**src/rtl/pair_add_pkg.sv**
```systemverilog
package pair_add_pkg;

  localparam int PA_DATA_W = 8;

  typedef enum logic {
    PH_FIRST  = 1'b0,
    PH_SECOND = 1'b1
  } pa_phase_e;

endpackage

```
**src/rtl/pa_phase_ctrl.sv**
```systemverilog
module pa_phase_ctrl
  import pair_add_pkg::*;
(
  input  logic clk,
  input  logic rst,
  input  logic take,
  output logic cap_first,
  output logic pair_done
);

  pa_phase_e phase_q;

  always_ff @(posedge clk) begin
    if (rst) begin
      phase_q <= PH_FIRST;
    end else if (take) begin
      phase_q <= (phase_q == PH_FIRST) ? PH_SECOND : PH_FIRST;
    end
  end

  always_comb begin
    cap_first = take && (phase_q == PH_FIRST);
    pair_done = take && (phase_q == PH_SECOND);
  end

endmodule

```
**src/rtl/pa_operand_reg.sv**
```systemverilog
module pa_operand_reg #(
  parameter int DATA_W = 8
) (
  input  logic              clk,
  input  logic              rst,
  input  logic              load,
  input  logic [DATA_W-1:0] d,
  output logic [DATA_W-1:0] q
);

  always_ff @(posedge clk) begin
    if (rst) begin
      q <= '0;
    end else if (load) begin
      q <= d;
    end
  end

endmodule

```
**src/rtl/pa_sum_stage.sv**
```systemverilog
module pa_sum_stage #(
  parameter int DATA_W = 8
) (
  input  logic              clk,
  input  logic              rst,
  input  logic              fire,
  input  logic [DATA_W-1:0] op_a,
  input  logic [DATA_W-1:0] op_b,
  output logic              valid_q,
  output logic [DATA_W-1:0] sum_q
);

  localparam int FULL_W = DATA_W + 1;

  logic [FULL_W-1:0] full_sum;
  logic [DATA_W-1:0] wrapped;

  always_comb begin
    full_sum = {1'b0, op_a} + {1'b0, op_b};
    wrapped  = full_sum[DATA_W-1:0];
  end

  always_ff @(posedge clk) begin
    if (rst) begin
      valid_q <= 1'b0;
      sum_q   <= '0;
    end else begin
      valid_q <= fire;
      if (fire) begin
        sum_q <= wrapped;
      end
    end
  end

endmodule

```
**src/rtl/pair_block_adder.sv**
```systemverilog
module pair_block_adder
  import pair_add_pkg::*;
#(
  parameter int DATA_W = PA_DATA_W
) (
  input  logic              clk,
  input  logic              rst,
  input  logic              smp_req,
  input  logic [DATA_W-1:0] smp_data,
  output logic              sum_valid,
  output logic [DATA_W-1:0] sum_data
);

  logic              cap_first;
  logic              pair_done;
  logic [DATA_W-1:0] first_op;

  pa_phase_ctrl u_phase (
    .clk       (clk),
    .rst       (rst),
    .take      (smp_req),
    .cap_first (cap_first),
    .pair_done (pair_done)
  );

  pa_operand_reg #(.DATA_W(DATA_W)) u_hold (
    .clk  (clk),
    .rst  (rst),
    .load (cap_first),
    .d    (smp_data),
    .q    (first_op)
  );

  pa_sum_stage #(.DATA_W(DATA_W)) u_sum (
    .clk     (clk),
    .rst     (rst),
    .fire    (pair_done),
    .op_a    (first_op),
    .op_b    (smp_data),
    .valid_q (sum_valid),
    .sum_q   (sum_data)
  );

endmodule

```
**config.mk**
```make
export PLATFORM = sky130hd
export DESIGN_NAME = pair_block_adder
export DESIGN_NICKNAME = d
export VERILOG_FILES = /design/src/rtl/pair_add_pkg.sv /design/src/rtl/pa_phase_ctrl.sv /design/src/rtl/pa_operand_reg.sv /design/src/rtl/pa_sum_stage.sv /design/src/rtl/pair_block_adder.sv
export SDC_FILE = /design/constraint.sdc
export NUM_CORES = 1
export LEC_CHECK = 0
export ABC_CLOCK_PERIOD_IN_PS = 1900
export CORE_ASPECT_RATIO = 0.75
export CORE_UTILIZATION = 28
export CTS_CLUSTER_DIAMETER = 40
export CTS_CLUSTER_SIZE = 40
export DETAILED_ROUTE_END_ITERATION = 12
export SKIP_CTS_REPAIR_TIMING = 1
export SLEW_MARGIN = 20
export SYNTH_ARGS = -nofsm -noshare
export SYNTH_HDL_FRONTEND = slang
export SYNTH_SLANG_ARGS = --single-unit
```
**constraint.sdc**
```tcl
create_clock -name clk -period 1.9 [get_ports clk]
set_input_delay 0.38 -clock clk [delete_from_list [all_inputs] [get_ports clk]]
set_output_delay 0.38 -clock clk [all_outputs]
set_load 0.005 [all_outputs]
```
==> results.json <==
{
  "critPathRequiredTime_ns": 2.07,
  "viasPerCell": 4.79,
  "p_total_uw": 940,
  "netlist_area_sq_mm": 0.00101,
  "syn_inst": 119,
  "routabilityCongestion": 0.856,
  "period_share_pct": 93.5,
  "clock_path_buffers": 2,
  "multi_input_area_sq_um": 616,
  "critical_path_arrival_ns": 1.94,
  "max_stage_delay_ns": 0.43,
  "ir_drop_uv": 520,
  "dieWidth_um": 71.5,
  "overflow": 0,
  "totalNegativeSetupSlack_ns": 0,
  "cp_common_cell": "o21a_1",
  "dr.pass1.iters": 4,
  "yosys-top-cells-area": "dfxtp_1 (36%), ha_1 (8.6%), nand2_1 (8.1%), a21oi_1 (6.9%), a211o_1 (3.5%)",
  "slowest_stage": "clkdlybuf4s50_1",
  "cts_buffers": 3,
  "cp-start-kind": "input port",
  "synthesis.nets": 138,
  "worstSetupPathType": "in2reg",
  "synth-seq-cells": 18,
  "path_cells": "clkdlybuf4s50_1 -> ha_1 -> nor2b_4 -> o21a_1 -> o21a_1 -> o41ai_2",
  "dp_hpwl_um": 1930,
  "post-route-drc-count": 0,
  "die_area_sq_mm": 0.00387,
  "hold_violations": 0,
  "powerDensity_mw_per_mm2": 659,
  "vias": 929,
  "htreeDepth": 1,
  "ys_warn_count": 0,
  "ff_latch_area_sq_um": 360,
  "finalWirelength_um": 2360,
  "yosysSeqAreaShare_pct": 35.6,
  "end_kind": "register",
  "fillCellCount": 341,
  "crit_fanout": 3,
  "synth_async_sr_flop_share_pct": 0,
  "core.rowCount": 18,
  "grt_antenna_before_repair": 0,
  "syn_avg_cell_area_sq_um": 8.52,
  "grt_pass1_wl_um": 4050,
  "worstMarginPinSlew_ns": 0.275,
  "drive_gt1_share_pct": 20.1,
  "clkTransAtPathRegs_ns": 0.07,
  "clock_sinks": 18,
  "synth_flop_cell": "dfxtp_1",
  "area_growth_pct": 40.7,
  "clock_skew_ns": 0.00491,
  "yosys.cell_types.count": 36,
  "synth_top_area_share_pct": 35.6,
  "finalSetupViolCount": 0,
  "io_buffers": 19,
  "maxSlewViolCount": 0,
  "cts_tree": "done",
  "grt_pass1_vias": 893,
  "drtAntennaViolNets": 0,
  "yosysMostFrequentCell": "nand2_1",
  "synth_top_area_cell": "dfxtp_1",
  "n_antenna_cell": 0,
  "timing.slew.headroom_pct": 81.4,
  "clockRootBuffer": "clkbuf_8",
  "period_needed_ns": 1.78,
  "grt_usage_pct": 14.0,
  "outcome": "finished, final reports clean",
  "clk_latency_ns": 0.26,
  "max_freq_mhz": 563,
  "coreArea_sq_mm": 0.00338,
  "grt_max_degree": 12,
  "drt_iter0_drc": 50,
  "power_leakage_uw": 0.000603,
  "grt_setup_unrepaired": "false",
  "wl_per_cell_um": 12.2,
  "maxCapViolCount": 0,
  "final_nets": 174,
  "synth-edff-count": 0,
  "pin_count": 20,
  "ys_top_cells_by_count": "nand2_1 (22), dfxtp_1 (18), a21oi_1 (14), ha_1 (7), nor2_1 (6)",
  "start_util_pct": 30.0,
  "hold_path.class": "in2reg",
  "die-height_um": 54.1
}
[per-layer routing]
metal | share of wire, % | GRT usage (%) | up-vias
li1 | - | - | 491
met1 | 50 | 18.5 | 407
met2 | 44 | 22.7 | 27
met3 | 5.3 | 3.93 | 4
met4 | 0.89 | 4.25 | 0
met5 | 0 | 0 | -
[sequential cells by signal, indices dropped and copies added, names as in the netlist]
signal and count:
u_sum.valid_q 1, u_phase.phase_q 1, u_sum.sum_q 8, u_hold.q 8
[power by group]
group | switching [uW] | total [uW] | internal, uW
sequential | 11.6 | 410 | 398
combinational | 99.5 | 214 | 114
clock | 132 | 316 | 184
total | 243 | 940 | 697
[critical path, delay by kind of cell]
family / cells / cell delay (ns)
simple gates: 1 / 0.15
buf+inv: 1 / 0.43
fa+ha+maj: 1 / 0.35
compound gates: 3 / 0.62
[stage by stage]
| step | instance area (sq um) | utilization (%) | setup WS, ns | hold WS [ns] | instances |
|---|---|---|---|---|---|
| finish | 1430 | 42.2 | 0.123 | 0.433 | 194 |
| global route | 1430 | 42.2 | 0.0403 | 0.456 | 194 |
| global placement | 1360 | 40.3 | -0.276 | 0.442 | 190 |
| detailed placement | 1360 | 40.3 | -0.324 | 0.452 | 190 |
| CTS | 1420 | 41.9 | -0.0504 | 0.461 | 194 |
| floorplan | 1010 | - | 0.267 | 0.439 | 119 |
[final timing paths]
path | depth (start not counted) | slack [ns] | to | from
max | 6 | 0.12 | u_sum.sum_q[4] | smp_data[2]
max reg2reg | 7 | 0.32 | u_sum.sum_q[6] | u_hold.q[0]
min reg2reg | 2 | 0.46 | u_hold.q[3] | u_hold.q[3]
min | 3 | 0.43 | u_hold.q[0] | smp_data[0]
[cells by family (layout without fill, tap and decap cells)]
family	Yosys count	after routing	synth area share [%]
AO/OA/AOI/OAI	33	33	22.1
XOR/XNOR	1	1	0.864
adder cells (fa/ha/maj)	8	8	10.6
buffers and inverters	10	45	4.20
flip-flops	18	18	35.6
AND/OR/NAND/NOR	49	49	26.7
[layout by cell type (no fill, tap or decap), types with 2 or more instances in the layout]
| cell type | n |
|---|---|
| nand3_1 | 4 |
| buf_4 | 18 |
| a211o_1 | 4 |
| a31oi_1 | 2 |
| clkdlybuf4s50_1 | 17 |
| or3_1 | 2 |
| a21oi_1 | 14 |
| o21a_1 | 2 |
| nand2_1 | 22 |
| a21o_1 | 2 |
| or2b_1 | 2 |
| nor2_1 | 6 |
| nor3_1 | 2 |
| ha_1 | 6 |
| inv_1 | 4 |
| dlymetal6s2s_1 | 2 |
| clkbuf_8 | 4 |
| nor2b_1 | 2 |
| o21ai_0 | 2 |
| dfxtp_1 | 18 |
[final cells by class]
| type | instances | share of cell area (%) |
|---|---|---|
| clock buffers | 4 | 3.86 |
| repair buffers | 37 | 23.2 |
| inverters | 4 | 1.05 |
| multi-input cells | 91 | 43.2 |
| well taps | 40 | 3.51 |
| flip-flops and latches | 18 | 25.3 |
No activity file was read; power rests on OpenSTA's default activity.
